File: src/rtl/chs_seq_pkg.sv
package chs_seq_pkg;
    localparam int unsigned LIN_LAT = 2;

    typedef enum logic [1:0] {
        DMA_IDLE = 2'b00,
        DMA_GO   = 2'b01,
        DMA_IDNF = 2'b10
    } dma_res_e;
endpackage

File: src/rtl/chs_geom.sv
module chs_geom
    import chs_seq_pkg::*;
#(
    parameter int HD_W   = 8,
    parameter int CNT_W  = 8,
    parameter int HFLD_W = 4,
    parameter int SPT_W  = CNT_W + 1
) (
    input  logic              clk,
    input  logic              hard_rst,
    input  logic [HD_W-1:0]   nat_heads,
    input  logic [SPT_W-1:0]  nat_spt,
    input  logic              geo_set,
    input  logic [CNT_W-1:0]  geo_cnt,
    input  logic [HFLD_W-1:0] geo_hfld,
    input  logic              dma_req,
    output logic [HD_W-1:0]   t_heads,
    output logic [SPT_W-1:0]  t_spt,
    output logic              valid,
    output dma_res_e          dma_res
);
    typedef struct packed {
        logic [HD_W-1:0]  heads;
        logic [SPT_W-1:0] spt;
        logic             ok;
        dma_res_e         dma;
    } geo_t;

    geo_t g_d, g_q;

    always_comb begin
        g_d     = g_q;
        g_d.dma = DMA_IDLE;
        if (dma_req)
            g_d.dma = g_q.ok ? DMA_GO : DMA_IDNF;
        if (geo_set) begin
            g_d.spt   = (geo_cnt == '0) ? {1'b1, {CNT_W{1'b0}}} : SPT_W'(geo_cnt);
            g_d.heads = HD_W'(geo_hfld) + HD_W'(1);
            g_d.ok    = 1'b1;
        end
        if (hard_rst) begin
            g_d.heads = nat_heads;
            g_d.spt   = nat_spt;
            g_d.ok    = 1'b0;
            g_d.dma   = DMA_IDLE;
        end
    end

    always_ff @(posedge clk) g_q <= g_d;

    assign t_heads = g_q.heads;
    assign t_spt   = g_q.spt;
    assign valid   = g_q.ok;
    assign dma_res = g_q.dma;
endmodule

File: src/rtl/chs_step.sv
module chs_step #(
    parameter int CYL_W = 16,
    parameter int HD_W  = 8,
    parameter int SPT_W = 9,
    parameter int LBA_W = 28
) (
    input  logic             clk,
    input  logic             hard_rst,
    input  logic             load,
    input  logic             step,
    input  logic             lba_mode,
    input  logic [CYL_W-1:0] ld_cyl,
    input  logic [HD_W-1:0]  ld_head,
    input  logic [SPT_W-1:0] ld_sect,
    input  logic [LBA_W-1:0] ld_lba,
    input  logic [HD_W-1:0]  t_heads,
    input  logic [SPT_W-1:0] t_spt,
    output logic [CYL_W-1:0] cyl,
    output logic [HD_W-1:0]  head,
    output logic [SPT_W-1:0] sect,
    output logic [LBA_W-1:0] lba
);
    typedef struct packed {
        logic [CYL_W-1:0] cyl;
        logic [HD_W-1:0]  head;
        logic [SPT_W-1:0] sect;
        logic [LBA_W-1:0] lba;
    } pos_t;

    pos_t p_d, p_q;
    logic [HD_W-1:0] head_nx;

    always_comb begin
        p_d     = p_q;
        head_nx = p_q.head + HD_W'(1);
        if (load) begin
            if (lba_mode) begin
                p_d.lba = ld_lba;
            end else begin
                p_d.cyl  = ld_cyl;
                p_d.head = ld_head;
                p_d.sect = ld_sect;
            end
        end else if (step) begin
            if (lba_mode) begin
                p_d.lba = p_q.lba + LBA_W'(1);
            end else if (p_q.sect >= t_spt) begin
                p_d.sect = SPT_W'(1);
                if (head_nx >= t_heads) begin
                    p_d.head = '0;
                    p_d.cyl  = p_q.cyl + CYL_W'(1);
                end else begin
                    p_d.head = head_nx;
                end
            end else begin
                p_d.sect = p_q.sect + SPT_W'(1);
            end
        end
        if (hard_rst) begin
            p_d.cyl  = '0;
            p_d.head = '0;
            p_d.sect = SPT_W'(1);
            p_d.lba  = '0;
        end
    end

    always_ff @(posedge clk) p_q <= p_d;

    assign cyl  = p_q.cyl;
    assign head = p_q.head;
    assign sect = p_q.sect;
    assign lba  = p_q.lba;
endmodule

File: src/rtl/chs_lin.sv
module chs_lin #(
    parameter int CYL_W = 16,
    parameter int HD_W  = 8,
    parameter int SPT_W = 9,
    parameter int LBA_W = 28
) (
    input  logic             clk,
    input  logic             hard_rst,
    input  logic             kick,
    input  logic             lba_mode,
    input  logic [CYL_W-1:0] cyl,
    input  logic [HD_W-1:0]  head,
    input  logic [SPT_W-1:0] sect,
    input  logic [LBA_W-1:0] lba,
    input  logic [HD_W-1:0]  t_heads,
    input  logic [SPT_W-1:0] t_spt,
    output logic [LBA_W-1:0] lin,
    output logic             ready
);
    localparam int S1_W   = CYL_W + HD_W;
    localparam int FULL_W = S1_W + SPT_W;

    typedef struct packed {
        logic             mode;
        logic             st0;
        logic             st1;
        logic             rdy;
        logic [S1_W-1:0]  s1;
        logic [LBA_W-1:0] lin;
    } pipe_t;

    pipe_t r_d, r_q;
    logic              restart;
    logic [FULL_W-1:0] full;

    always_comb begin
        r_d     = r_q;
        restart = kick | (lba_mode != r_q.mode);
        full    = FULL_W'(r_q.s1) * FULL_W'(t_spt) + FULL_W'(sect) - FULL_W'(1);
        r_d.mode = lba_mode;
        r_d.st0  = restart;
        r_d.st1  = r_q.st0 & ~restart;
        if (r_q.st0)
            r_d.s1 = S1_W'(cyl) * S1_W'(t_heads) + S1_W'(head);
        if (r_q.st1 & ~restart) begin
            r_d.lin = r_q.mode ? lba : LBA_W'(full);
            r_d.rdy = 1'b1;
        end
        if (restart)
            r_d.rdy = 1'b0;
        if (hard_rst) begin
            r_d.mode = lba_mode;
            r_d.st0  = 1'b1;
            r_d.st1  = 1'b0;
            r_d.rdy  = 1'b0;
            r_d.s1   = '0;
            r_d.lin  = '0;
        end
    end

    always_ff @(posedge clk) r_q <= r_d;

    assign lin   = r_q.lin;
    assign ready = r_q.rdy;
endmodule

File: src/rtl/chs_addr_seq.sv
module chs_addr_seq
    import chs_seq_pkg::*;
#(
    parameter int CYL_W  = 16,
    parameter int HD_W   = 8,
    parameter int CNT_W  = 8,
    parameter int HFLD_W = 4,
    parameter int LBA_W  = 28
) (
    input  logic                clk,
    input  logic                hard_rst,
    input  logic [HD_W-1:0]     nat_heads,
    input  logic [CNT_W:0]      nat_spt,
    input  logic                load,
    input  logic [CYL_W-1:0]    ld_cyl,
    input  logic [HD_W-1:0]     ld_head,
    input  logic [CNT_W:0]      ld_sect,
    input  logic [LBA_W-1:0]    ld_lba,
    input  logic                step,
    input  logic                lba_mode,
    input  logic                geo_set,
    input  logic [CNT_W-1:0]    geo_cnt,
    input  logic [HFLD_W-1:0]   geo_hfld,
    input  logic                dma_req,
    output logic [LBA_W-1:0]    lin_addr,
    output logic                addr_ready,
    output logic                geo_valid,
    output logic                dma_start,
    output logic                dma_idnf
);
    localparam int SPT_W = CNT_W + 1;

    logic [HD_W-1:0]  t_heads;
    logic [SPT_W-1:0] t_spt;
    logic [CYL_W-1:0] cyl;
    logic [HD_W-1:0]  head;
    logic [SPT_W-1:0] sect;
    logic [LBA_W-1:0] lba;
    dma_res_e         dma_res;

    chs_geom #(.HD_W(HD_W), .CNT_W(CNT_W), .HFLD_W(HFLD_W), .SPT_W(SPT_W)) u_geom (
        .clk(clk), .hard_rst(hard_rst), .nat_heads(nat_heads), .nat_spt(nat_spt),
        .geo_set(geo_set), .geo_cnt(geo_cnt), .geo_hfld(geo_hfld), .dma_req(dma_req),
        .t_heads(t_heads), .t_spt(t_spt), .valid(geo_valid), .dma_res(dma_res)
    );

    chs_step #(.CYL_W(CYL_W), .HD_W(HD_W), .SPT_W(SPT_W), .LBA_W(LBA_W)) u_step (
        .clk(clk), .hard_rst(hard_rst), .load(load), .step(step), .lba_mode(lba_mode),
        .ld_cyl(ld_cyl), .ld_head(ld_head), .ld_sect(ld_sect), .ld_lba(ld_lba),
        .t_heads(t_heads), .t_spt(t_spt),
        .cyl(cyl), .head(head), .sect(sect), .lba(lba)
    );

    chs_lin #(.CYL_W(CYL_W), .HD_W(HD_W), .SPT_W(SPT_W), .LBA_W(LBA_W)) u_lin (
        .clk(clk), .hard_rst(hard_rst), .kick(load | step | geo_set), .lba_mode(lba_mode),
        .cyl(cyl), .head(head), .sect(sect), .lba(lba),
        .t_heads(t_heads), .t_spt(t_spt), .lin(lin_addr), .ready(addr_ready)
    );

    assign dma_start = (dma_res == DMA_GO);
    assign dma_idnf  = (dma_res == DMA_IDNF);
endmodule

File: config.mk
export PLATFORM = sky130hd
export DESIGN_NAME = chs_addr_seq
export DESIGN_NICKNAME = d
export VERILOG_FILES = /design/src/rtl/chs_seq_pkg.sv /design/src/rtl/chs_geom.sv /design/src/rtl/chs_step.sv /design/src/rtl/chs_lin.sv /design/src/rtl/chs_addr_seq.sv
export SDC_FILE = /design/constraint.sdc
export NUM_CORES = 1
export LEC_CHECK = 0
export ABC_CLOCK_PERIOD_IN_PS = 13820
export BUFFER_PORTS_ARGS = -buffer_cell sky130_fd_sc_hd__buf_2
export CAP_MARGIN = 30
export CELL_PAD_IN_SITES_DETAIL_PLACEMENT = 0
export CELL_PAD_IN_SITES_GLOBAL_PLACEMENT = 1
export CORE_MARGIN = 4
export CORE_UTILIZATION = 30
export DETAILED_ROUTE_END_ITERATION = 6
export PLACE_DENSITY = 0.53
export REMOVE_ABC_BUFFERS = 1
export SKIP_CTS_REPAIR_TIMING = 1
export SYNTH_ARGS = -nofsm -noshare
export SYNTH_HDL_FRONTEND = slang
export SYNTH_SLANG_ARGS = --single-unit
File: constraint.sdc
create_clock -name clk -period 13.82 [get_ports clk]
set_input_delay 1.382 -clock clk [delete_from_list [all_inputs] [get_ports clk]]
set_output_delay 1.382 -clock clk [all_outputs]
set_load 0.005 [all_outputs]
== After elaboration in Yosys (flattened, before gate mapping) ==
Cells that the tools add are included.
Storage, ports and cells
  flip-flop bits (word level): 137
  input port bits: 97
  output and inout port bits: 32
  word-level logic and storage cells: 64
Operators by class
  add/sub/neg operators: 8
  multiply operators: 2
  $lt $le $gt $ge: 2
  eq/ne operators: 3
  muxes and demuxes: 16
  bitwise logic cells: 8
  reductions and logical operators: 11
Operators by type and width (number)
  $mux 61: 2
  $mux 28: 3
  $mux 33: 2
  $add 28x1->28 const B: 1
  $add 28x9->28: 1
  $mul 24x9->28: 1
  $sub 28x1->28 const B: 1
  $add 24x8->24: 1
  $mul 16x8->24: 1
  $mux 24: 1
  $mux 20: 1
  $mux 18: 1
  $mux 9: 2
  $add 16x1->16 const B: 1
  $mux 16: 1
  $add 9x1->9 const B: 1
  $ge 9x9->1: 1
  $add 8x1->8 const B: 1
  $ge 8x8->1: 1
  $logic_not 8->1: 1
  $mux 8: 1
  $reduce_bool 2->1: 4
  $add 4x1->5 const B: 1
  $mux 2: 2
  10 further kinds: 17

== Depth between registers and ports, before layout ==
Gate-level depths: netlist of the first run.
  depth after elaboration: 7
  depth in mapped cells: 21
  mapped depth without buffers: 19

== By module ==
Synthesis of the first run repeated with hierarchy kept, for this count alone.
Second synthesis, totals
  cells, all modules: 2231
  area, all modules: 18755.5 um^2
Modules (own cells, without submodules)
  chs_lin: instances 1, cells an instance 1622, area an instance 13698.1 um^2, sequential area each 1121.1 um^2
  chs_step: instances 1, cells an instance 544, area an instance 4182.8 um^2, sequential area each 1221.2 um^2
  chs_geom: instances 1, cells an instance 62, area an instance 855.8 um^2, sequential area each 570.5 um^2
  chs_addr_seq: instances 1, cells an instance 3, area an instance 18.8 um^2, sequential area each 0.0 um^2

== Worst setup path after synthesis of the first run ==
No wires, ideal clock.
  path type: register to register
  start point: register u_geom.g_q, in the netlist u_geom.t_spt[1]
  end point: register u_lin.r_q, in the netlist u_lin.lin[24]
  arrival time: 5.352 ns
  setup slack: 8.352 ns
  cell stages (with the launch flop): 21
  path buffers: 3
  period minus slack after synthesis: 5.468 ns
  path through: edfxtp_1 > clkbuf_1 > clkbuf_1 > nand2_1 > fa_1 > inv_1 > fa_1 > fa_1 > fa_1 > inv_1 > fa_1 > inv_1 > ha_1 > a21oi_2 > and3_4 > a21o_4 > nor4_2 > or3_1 > buf_6 > a311o_1 > a31o_1
Between the ends
  longest elaborated chain between the ends: 4
RTL lines
  start, declared: RTL line chs_geom.sv:29  | geo_t g_d, g_q;
  start signal, assigned: RTL line chs_geom.sv:49  | always_ff @(posedge clk) g_q <= g_d;
  $mul 24x9->28: RTL line chs_lin.sv:39  | full = FULL_W'(r_q.s1) * FULL_W'(t_spt) + FULL_W'(sect) - FULL_W'(1);
  $add 28x9->28: RTL line chs_lin.sv:39
  $sub 28x1->28: RTL line chs_lin.sv:39
  $mux 28: RTL line chs_lin.sv:46  | r_d.lin = r_q.mode ? lba : LBA_W'(full);
  end signal, assigned: RTL line chs_lin.sv:61  | always_ff @(posedge clk) r_q <= r_d;
  end, declared: RTL line chs_lin.sv:32  | pipe_t r_d, r_q;
No other way between the ends.
A chain may end at the register's enable or synchronous reset.

== Final worst setup path of the first run ==
  start point: register u_geom.g_q, in the netlist u_geom.t_spt[6]
  end point: register u_lin.r_q, in the netlist u_lin.lin[24]
Same word-level chain as after synthesis.

==> flow_summary.yaml, run 1 <==
outcome:
  status: "finished, final reports clean"
pwr:
  seq_power_share: 0.210
  p_leak_nw: 9.28
  power.share.switching: 0.454
  clkPwrFrac: 0.221
  internal_power_mw: 1.30
  power_density_nw_per_um2: 114
  peakVddDrop_mv: 0.0913
  power_frac_comb: 0.569
  net-switching-power_mw: 1.08
global_routing:
  grt_pass1_wl_mm: 90.9
  grt_overflow: 0
  antenna_found_initial: 1
  grt_max_degree: 52
  grt_util_all_layers: 0.168
  grt_pass1_vias: 16400
yosys:
  synth_area_leaders: "fa_1 26%, dfxtp_1 13%, ha_1 9.7%"
  syn_area_um2: 19100
  ys_seq_area_frac: 0.153
  yosys_warnings: 0
  yosysUniqueCellTypes: 87
  ys_ff_latch: 137
  synth_cells: 2338
  avgSynthCellArea_um2: 8.16
  synth_top_area_frac: 0.264
  synth-main-ff-cell: "dfxtp_1"
  synth-edff-count: 17
  async_flop_share: 0
  synth_top_area_cell: "fa_1"
detailed_routing:
  wl_met2_mm: 26.7
  vias: 15400
  drt_iter0_markers: 960
  wl_mm: 55.3
  wl_met3_mm: 1.47
  vias_per_cell: 4.81
  drc: 0
  ant_nets: 0
  top_layer: "met4"
  avgRoutedWirePerCell_um: 17.3
  wl_met1_mm: 25.9
  first_pass_iters: 7
floorplan:
  die_h_um: 260
  coreArea_um2: 63000
  start_util: 0.303
  rows: 92
  io_pins: 129
  die-area_um2: 67700
  die_w_um: 260
place:
  place_congestion: 0.822
  port-buffer-count: 128
  dp_slack_ns: 7.66
  dp_hpwl_mm: 43.3
critical_path:
  critical_path_class: "flip-flop to flip-flop"
  ff2ff_path_depth: 17
  worst_setup_path_start_kind: "flip-flop"
  r2r-start: "u_geom.t_spt[6]"
  critPathMaxFanout: 22
  critPathCaptureType: "flip-flop"
  r2r_slack_ns: 7.68
  r2r-end: "u_lin.lin[24]"
  worst_ep_arrival_time_ns: 6.52
  critPathCapture: "u_lin.lin[24]"
  startpoint: "u_geom.t_spt[6]"
  worstPathRequired_ns: 14.19
worst_hold_path:
  whs_path_depth: 1
  hold_path_startpoint: "u_geom.valid"
  holdCritPathClass: "flip-flop to flip-flop"
layout:
  final_common_cell: "inv_1"
  fill_cells: 6768
  seqCellArea_um2: 2910
  syn_to_final_growth_pct: 9.12
  num_antenna_cells: 0
  multi_input_comb_area_um2: 13900
  drive_above_1_share: 0.0920
  final_cell_mix: "408 x inv_1, 294 x nand2_1, 252 x fa_1"
  nNetsFinal: 2833
sta:
  fin_tns_setup_ns: 0
  finalCriticalPeriod_ns: 6.14
  period_share: 0.444
  final_max_slew_viol_count: 0
  hold_violations: 0
  setup_violations: 0
  fin_ws_ns: 7.68
  finalClockSkew_ns: 0.0221
  grt_setup_unrepaired: "no"
  relSlewSlack: 0.351
  max_freq_mhz: 163
  worstMarginPinSlew_ns: 0.973
clocking:
  clock-sinks: 137
  cts-root-buf: "clkbuf_16"
  clkLatencyLatePin_ns: 0.48
  clkTransAtPathRegs_ns: 0.07
  cts-buffers-inserted: 17
  cts_tree: "built"
  htree_levels: 4
  clk_path_buf_depth: 2
run:
  drv_cap: 0
[cell usage after synthesis (5+ instances only)]
library cell / number
a21o_1: 16
a211oi_1: 32
a32o_1: 5
edfxtp_1: 17
inv_1: 409
buf_1: 7
or2_2: 6
xnor2_1: 28
nand3_1: 45
ha_1: 148
o32ai_1: 15
and3_1: 17
a31oi_1: 18
a22oi_1: 19
nand4_1: 21
a21oi_1: 97
nor2b_1: 15
buf_4: 29
o22ai_1: 8
and2_1: 131
fa_1: 252
o31ai_1: 6
xor2_1: 12
mux2i_1: 22
nor4_1: 18
or3_1: 11
clkbuf_1: 126
o21a_1: 10
nand2b_1: 8
o21ai_0: 84
nand2_1: 294
nor2_1: 140
nor3_1: 32
a22o_1: 8
dfxtp_1: 120
o211ai_1: 9
[power groups by stage]
stage	registers, mW	logic, mW	clock network, mW
floorplan	0.474	1.04	0
global placement	0.508	1.36	0
detailed placement	0.508	1.36	0
CTS	0.500	1.37	0.545
global route	0.505	1.57	0.554
finish	0.498	1.35	0.525
[worst min-delay path by stage]
stage / end / slack [ns]
2_1_floorplan: u_lin.lin[19] / 0.44
6_report: u_geom.dma_res[1] / 0.45
5_1_grt: u_lin.lin[19] / 0.48
3_5_place_dp: u_geom.dma_res[1] / 0.45
4_1_cts: u_geom.dma_res[1] / 0.46
3_3_place_gp: u_geom.dma_res[1] / 0.45
[sequential cells by signal, summed over array words and instances, names as in the netlist]
register and cells:
u_geom.dma_res 2, u_lin.r_q 27, u_geom.valid 1, u_step.sect 9
u_lin.lin 28, u_lin.ready 1, u_step.cyl 16, u_step.head 8
u_geom.t_heads 8, u_geom.t_spt 9, u_step.lba 28
[layer usage]
| metal | up-vias | track usage |
|---|---|---|
| met5 | - | 0 |
| met4 | 0 | 0.0470 |
| met3 | 56 | 0.0251 |
| met2 | 202 | 0.289 |
| met1 | 7561 | 0.221 |
| li1 | 7540 | - |
[through the flow]
stage,util,instance area (µm²),power (mW),hold WS [ns],instances
CTS,0.331,20800,2.42,0.460,3195
detailed placement,0.320,20200,1.87,0.451,3163
global placement,0.320,20200,1.87,0.454,3163
global route,0.331,20800,2.63,0.479,3195
finish,0.331,20800,2.38,0.452,3195
floorplan,-,18300,1.52,0.442,2171
[cell type report]
type / count / share of cell area
clock buffers: 21 / 0.0216
clock inverters: 11 / 0.00926
inverters: 410 / 0.0739
multi-input cells: 1624 / 0.667
flip-flops and latches: 137 / 0.140
well taps: 846 / 0.0508
repair buffers: 146 / 0.0375
[worst max-delay path, cell delays in order (launching register included)]
cell	delay, ns
edfxtp_1	0.99
nand2_1	0.19
fa_1	0.57
inv_1	0.05
fa_1	0.47
fa_1	0.52
fa_1	0.55
inv_1	0.06
fa_1	0.52
inv_1	0.04
ha_1	0.42
a21oi_4	0.20
o221ai_2	0.13
a21oi_2	0.20
o22ai_1	0.14
or3_1	0.44
a311o_1	0.36
a31o_1	0.18
[logic make-up after synthesis]
family                     count (synthesis)  synth area share
buffers and inverters                    577             0.120
xor gates and xnor gates                  40            0.0184
adders and majority gates                400             0.361
DFF                                      137             0.153
muxes                                     22            0.0115
AOI/OAI and AO/OA                        402             0.145
and+or+nand+nor                          760             0.191
Power figures use the tool's default switching activity.
==> run 2, diff against run 1 <==
--- a/config.mk
+++ b/config.mk
@@ -5,7 +5,8 @@
 export SDC_FILE = /design/constraint.sdc
 export NUM_CORES = 1
 export LEC_CHECK = 0
-export ABC_CLOCK_PERIOD_IN_PS = 13820
+export ABC_AREA = 1
+export ABC_CLOCK_PERIOD_IN_PS = 5000
 export BUFFER_PORTS_ARGS = -buffer_cell sky130_fd_sc_hd__buf_2
 export CAP_MARGIN = 30
 export CELL_PAD_IN_SITES_DETAIL_PLACEMENT = 0
@@ -13,7 +14,7 @@
 export CORE_MARGIN = 4
 export CORE_UTILIZATION = 30
 export DETAILED_ROUTE_END_ITERATION = 6
-export PLACE_DENSITY = 0.53
+export PLACE_DENSITY = 0.57
 export REMOVE_ABC_BUFFERS = 1
 export SKIP_CTS_REPAIR_TIMING = 1
 export SYNTH_ARGS = -nofsm -noshare
==> constraint.sdc (replaced) <==
create_clock -name clk -period 5 [get_ports clk]
set_input_delay 0.5 -clock clk [delete_from_list [all_inputs] [get_ports clk]]
set_output_delay 0.5 -clock clk [all_outputs]
set_load 0.005 [all_outputs]
==> run 2 against run 1 <==
  * The flow now finishes with violations (negative setup slack)
  * Clock power rose to 2.6 times the previous value
  * Total power rose to 5.6 times the previous value
  * Count of clock-buffer cells in the layout down 1
  * Clock skew down 0.0036 ns
  * Design area up 17%
  * Final cell count up 24%
  * Non-clock buffer count up 167
  * Synthesized cell count up 24%
  * Global-route usage up 2.0 points
  * Sequential share of layout area down 2.0 points
  * Largest cell class unchanged
  * Highest routed layer unchanged
==> flow_summary.yaml, run 2 <==
critical_path:
  critPathMaxFanout: 6
  critPathCaptureType: "flip-flop"
  worst_setup_path_start_kind: "flip-flop"
  worstPathRequired_ns: 5.33
  critical_path_class: "flip-flop to flip-flop"
  worst_ep_arrival_time_ns: 5.35
  cp_slowest_stage_delay_ns: 0.53
  cp_slowest_cell: "fa_1"
  cp.buffers_inverters: 8
  crit_family: "adder cells"
  crit_chain: "clkbuf_16 -> buf_4 -> nand2_1 -> fa_1 -> fa_1 -> inv_1 -> fa_1 -> fa_1 -> inv_1 -> fa_1 -> inv_1 -> ha_4 -> buf_4 -> nand2_1 -> inv_1 -> nand2_1 -> inv_1 -> a21oi_2 -> nand3_1 -> nand2_1 -> nand3_2 -> nand2_1 -> a21oi_1"
floorplan:
  die_w_um: 267
  io_pins: 129
  die_h_um: 267
  rows: 94
  start_util: 0.305
  coreArea_um2: 66200
  die-area_um2: 71500
detailed_routing:
  first_pass_iters: 5
  vias: 18400
  vias_per_cell: 4.65
  wl_mm: 66.5
  drc: 0
  drt_iter0_markers: 1078
  avgRoutedWirePerCell_um: 16.8
  ant_nets: 0
global_routing:
  grt_overflow: 0
  grt_util_all_layers: 0.188
  grt_pass1_vias: 19100
  antenna_found_initial: 0
  grt_max_degree: 67
  grt_pass1_wl_mm: 106
layout:
  final_cells: 3954
  final_common_cell: "nand2_1"
  final_cell_area_um2: 24300
  final_cell_mix: "705 x nand2_1, 648 x inv_1, 244 x fa_1"
  fill_cells: 7115
  nNetsFinal: 3574
  final_util: 0.368
  syn_to_final_growth_pct: 20.6
  drive_above_1_share: 0.186
  num_antenna_cells: 0
clocking:
  clock-sinks: 137
  clkTransAtPathRegs_ns: 0.07
  htree_levels: 4
  cts-buffers-inserted: 17
  clkLatencyLatePin_ns: 0.49
  cts-root-buf: "clkbuf_16"
  clk_path_buf_depth: 2
  cts_tree: "built"
yosys:
  synth-edff-count: 17
  yosys_warnings: 0
  synthMostInstantiatedCell: "nand2_1"
  yosysUniqueCellTypes: 59
  synth_top_area_cell: "fa_1"
  synth_top_area_frac: 0.250
  avgSynthCellArea_um2: 6.96
  ys_seq_area_frac: 0.144
  synth_cells: 2902
  synth-main-ff-cell: "dfxtp_1"
  syn_area_um2: 20200
  synthTopCellsByCount: "755 x nand2_1, 676 x inv_1, 252 x fa_1"
  async_flop_share: 0
  ys_ff_latch: 137
  synth_area_leaders: "fa_1 25%, nand2_1 14%, inv_1 13%"
sta:
  worstMarginPinSlew_ns: 0.959
  final_max_slew_viol_count: 0
  finalClockSkew_ns: 0.0185
  finalCriticalPeriod_ns: 5.02
  hold_violations: 0
  period_share: 1.00
  relSlewSlack: 0.360
  setup_violations: 1
  hold_slack_ns: 0.173
  fin_tns_setup_ns: -0.0161
  grt_setup_unrepaired: "yes"
  fin_ws_ns: -0.0161
  max_freq_mhz: 199
pwr:
  p_total_mw: 13.4
  peakVddDrop_mv: 0.601
  power_density_nw_per_um2: 551
  p_leak_nw: 12.7
place:
  dpl_cell_area_um2: 22500
  port-buffer-count: 128
  dp_hpwl_mm: 54.6
  dp_slack_ns: -0.279
  place_congestion: 0.880
  dp_cells: 3903
worst_hold_path:
  holdCritPathClass: "input port to flip-flop"
run:
  drv_cap: 0
outcome:
  violations: "negative setup slack"
  status: "complete, but fails checks"
## run 2: cell count changes after synthesis, sizes merged, moves of 27 or more
cell    previous run  this run
nor2             140       177
xor2              12        39
and2             132         4
nand2            294       762
nand3             46       102
a21oi            100       170
a211oi            33         5
inv              409       689
o21ai             87       123
## run 2: path summary, 6_finish.rpt
path	from	to	depth (start not counted)	slack (ns)
max reg2reg	u_geom.t_spt[3]	u_lin.lin[24]	23	-0.02
min	lba_mode	u_lin.r_q[55]	1	0.17
min reg2reg	u_geom.valid	u_geom.dma_res[1]	1	0.45
max	u_geom.t_spt[3]	u_lin.lin[24]	23	-0.02
## run 2: final cells by class
| cell class | count | area [µm²] | area share |
|---|---|---|---|
| Inverter | 689 | 2590 | 0.106 |
| Sequential cell | 137 | 2920 | 0.120 |
| Clock buffer | 20 | 457 | 0.0188 |
| Multi-Input combinational cell | 1919 | 14800 | 0.610 |
| Timing Repair Buffer | 313 | 2320 | 0.0955 |
| Tap cell | 864 | 1080 | 0.0444 |
| Clock inverter | 12 | 129 | 0.00529 |
## run 2: power by group
part / internal, mW / switching (mW)
Combinational: 4.65 / 6.08
Sequential: 1.19 / 0.138
Clock: 0.727 / 0.620
Total: 6.56 / 6.84
## run 2: cells by family after synthesis
family / after synthesis / share of synthesized area
AOI/OAI and AO/OA: 345 / 0.0932
xor gates and xnor gates: 49 / 0.0213
adders and majority gates: 400 / 0.342
buffers and inverters: 846 / 0.166
DFF: 137 / 0.144
and+or+nand+nor: 1125 / 0.233
## run 2: routing by layer
layer,global-route usage,wire [µm]
met1,0.255,31600
met2,0.328,32200
met3,0.0204,1990
met4,0.0354,726
met5,0,0
## run 2: worst reg2reg max path, cell delays in order, from the launching register on
cell,delay (ns)
edfxtp_1,0.49
clkbuf_16,0.21
buf_4,0.11
nand2_1,0.08
fa_1,0.52
fa_1,0.53
inv_1,0.06
fa_1,0.49
fa_1,0.49
inv_1,0.05
fa_1,0.47
inv_1,0.06
ha_4,0.25
buf_4,0.15
nand2_1,0.12
inv_1,0.07
nand2_1,0.11
inv_1,0.06
a21oi_2,0.14
nand3_1,0.09
nand2_1,0.08
nand3_2,0.07
nand2_1,0.11
a21oi_1,0.06
==> run 3, diff against run 2 <==
--- a/config.mk
+++ b/config.mk
@@ -6,17 +6,19 @@
 export NUM_CORES = 1
 export LEC_CHECK = 0
 export ABC_AREA = 1
-export ABC_CLOCK_PERIOD_IN_PS = 5000
+export ABC_CLOCK_PERIOD_IN_PS = 5750
 export BUFFER_PORTS_ARGS = -buffer_cell sky130_fd_sc_hd__buf_2
 export CAP_MARGIN = 30
 export CELL_PAD_IN_SITES_DETAIL_PLACEMENT = 0
 export CELL_PAD_IN_SITES_GLOBAL_PLACEMENT = 1
 export CORE_MARGIN = 4
 export CORE_UTILIZATION = 30
+export CTS_BUF_LIST = sky130_fd_sc_hd__clkbuf_4
 export DETAILED_ROUTE_END_ITERATION = 6
-export PLACE_DENSITY = 0.57
+export PLACE_DENSITY = 0.55
 export REMOVE_ABC_BUFFERS = 1
 export SKIP_CTS_REPAIR_TIMING = 1
 export SYNTH_ARGS = -nofsm -noshare
 export SYNTH_HDL_FRONTEND = slang
+export SYNTH_HIERARCHICAL = 1
 export SYNTH_SLANG_ARGS = --single-unit
==> constraint.sdc (replaced) <==
create_clock -name clk -period 5.75 [get_ports clk]
set_input_delay 0.575 -clock clk [delete_from_list [all_inputs] [get_ports clk]]
set_output_delay 0.575 -clock clk [all_outputs]
set_load 0.005 [all_outputs]
==> run 3 against run 2 <==
  * The run now ends clean
  * Critical endpoint is now u_lin/lin[16]
  * Final cell count shrank 1.4%
  * Sequential share of layout area grew 1.1 points
  * Total power shrank 33%
  * Synthesized area grew 1.8%
==> flow_summary.yaml, run 3 <==
global_routing:
  grt_pass1_wl_mm: 105
  grt_max_degree: 48
  grt_util_all_layers: 0.180
  grt_pass1_vias: 18600
  antenna_found_initial: 3
  grt_overflow: 0
detailed_routing:
  avgRoutedWirePerCell_um: 16.7
  ant_nets: 0
  drt_iter0_markers: 1124
  vias: 18100
  vias_per_cell: 4.64
  wl_mm: 65.0
  first_pass_iters: 5
  drc: 0
sta:
  grt_setup_unrepaired: "no"
  hold_violations: 0
  finalClockSkew_ns: 0.0382
  fin_tns_setup_ns: 0
  relSlewSlack: 0.465
  worstMarginPinSlew_ns: 0.802
  setup_violations: 0
  finalCriticalPeriod_ns: 5.36
  hold_slack_ns: 0.0830
  final_max_slew_viol_count: 0
  max_freq_mhz: 187
  period_share: 0.932
critical_path:
  crit_chain: "nand2_1 -> fa_1 -> inv_1 -> fa_1 -> fa_1 -> fa_1 -> inv_1 -> fa_1 -> inv_1 -> ha_1 -> nand2_2 -> nor3_1 -> nor2_1 -> o21ai_1 -> nor2_1 -> o21ai_1 -> a21oi_1"
  cp_slowest_cell: "dfxtp_1"
  critPathCaptureType: "flip-flop"
  cp_slowest_stage_delay_ns: 0.63
  worst_setup_path_start_kind: "flip-flop"
  r2r_slack_ns: 0.39
  worstPathRequired_ns: 6.36
  critPathMaxFanout: 10
  cp_common_cell: "fa_1"
  critical_path_class: "flip-flop to flip-flop"
  worst_ep_arrival_time_ns: 5.96
  cp.buffers_inverters: 3
  crit_family: "adder cells"
yosys:
  ys_ff_latch: 137
  synth-edff-count: 17
  syn_area_um2: 20500
  synth_cells: 2964
  async_flop_share: 0
  synth_top_area_cell: "fa_1"
  avgSynthCellArea_um2: 6.93
  ys_seq_area_frac: 0.142
  synth_top_area_frac: 0.246
  synth_area_leaders: "fa_1 25%, nand2_1 14%, inv_1 12%"
  synthTopCellsByCount: "788 x nand2_1, 651 x inv_1, 252 x fa_1"
  yosys_warnings: 6
  synth-main-ff-cell: "dfxtp_1"
  synthMostInstantiatedCell: "nand2_1"
  yosysUniqueCellTypes: 66
floorplan:
  coreArea_um2: 67500
  rows: 95
  io_pins: 129
  die_w_um: 270
  die_h_um: 270
  start_util: 0.304
  die-area_um2: 72700
place:
  port-buffer-count: 128
  dp_cells: 3861
  place_congestion: 0.869
  dp_hpwl_mm: 53.3
layout:
  multi_input_comb_area_um2: 14400
  final_util: 0.329
  nNetsFinal: 3504
  final_cell_mix: "788 x nand2_1, 651 x inv_1, 252 x fa_1"
  final_cells: 3897
  seqCellArea_um2: 2910
  fill_cells: 7570
  syn_to_final_growth_pct: 8.25
  drive_above_1_share: 0.0964
  final_common_cell: "nand2_1"
pwr:
  p_total_mw: 9.01
  power_density_nw_per_um2: 405
  peakVddDrop_mv: 0.339
  p_leak_nw: 11.8
clocking:
  cts-root-buf: "clkbuf_4"
  cts_tree: "built"
  clk_path_buf_depth: 2
  cts-buffers-inserted: 17
  htree_levels: 4
  clock-sinks: 137
  clkLatencyLatePin_ns: 0.71
  clkTransAtPathRegs_ns: 0.16
outcome:
  status: "finished, final reports clean"
run:
  drv_cap: 0
worst_hold_path:
  holdCritPathClass: "input port to flip-flop"
==> run 3: path summary, 6_finish.rpt <==
check,to,cells after the start,startpoint
setup / recovery,u_lin/lin[16],17,u_lin/r_q[33]
hold / removal,u_lin/r_q[55],1,lba_mode
hold reg to reg,u_geom/dma_res[1],1,u_geom/valid
setup reg to reg,u_lin/lin[16],17,u_lin/r_q[33]
==> run 3: per-layer routing <==
metal / vias to the layer above / routed length [µm] / global-route usage
met5: - / 0 / 0
met4: 0 / 779 / 0.0326
met3: 27 / 2730 / 0.0247
met2: 412 / 27400 / 0.272
met1: 8673 / 34000 / 0.274
li1: 8972 / - / -
==> run 3: logic make-up (layout without fill, tap and decap cells) <==
logic type | count (synthesis) | count (layout) | share of synthesized area
AO/OA/AOI/OAI | 328 | 328 | 0.0884
flip-flops | 137 | 137 | 0.142
XOR/XNOR | 29 | 29 | 0.0124
other | 0 | 4 | 0
AND/OR/NAND/NOR | 1260 | 1260 | 0.262
adder cells (fa/ha/maj) | 400 | 400 | 0.336
buffers and inverters | 810 | 866 | 0.159
==> run 3: metrics by stage <==
stage	worst slack, ns	cell area [µm²]
after floorplan	0.919	19800
after global placement	0.361	21900
after detailed placement	0.403	21900
after CTS	0.404	22200
after global routing	0.100	22200
final	0.392	22200
==> run 3: area by class of cell <==
type                       count  share of cell area
tap                          873              0.0491
timing repair buffer         174              0.0491
sequential                   137               0.131
clock inverter                14             0.00737
multi-input combinational   2017               0.645
inverter                     660               0.111
antenna                        4            0.000450
clock buffer                  18             0.00608
==> run 3: worst register-to-register path, delay by kind of cell, from the launching register on <==
| kind | cells | cell delay [ns] |
|---|---|---|
| adders and majority gates | 6 | 2.95 |
| and+or+nand+nor | 5 | 1.06 |
| DFF | 1 | 0.63 |
| AOI/OAI and AO/OA | 3 | 0.48 |
| buffers and inverters | 3 | 0.15 |
==> run 3: report_power, final <==
group | switching, mW | internal, mW | total [mW]
Clock | 0.465 | 0.274 | 0.739
Combinational | 4.58 | 2.46 | 7.04
Sequential | 0.191 | 1.04 | 1.23
Total | 5.24 | 3.78 | 9.01
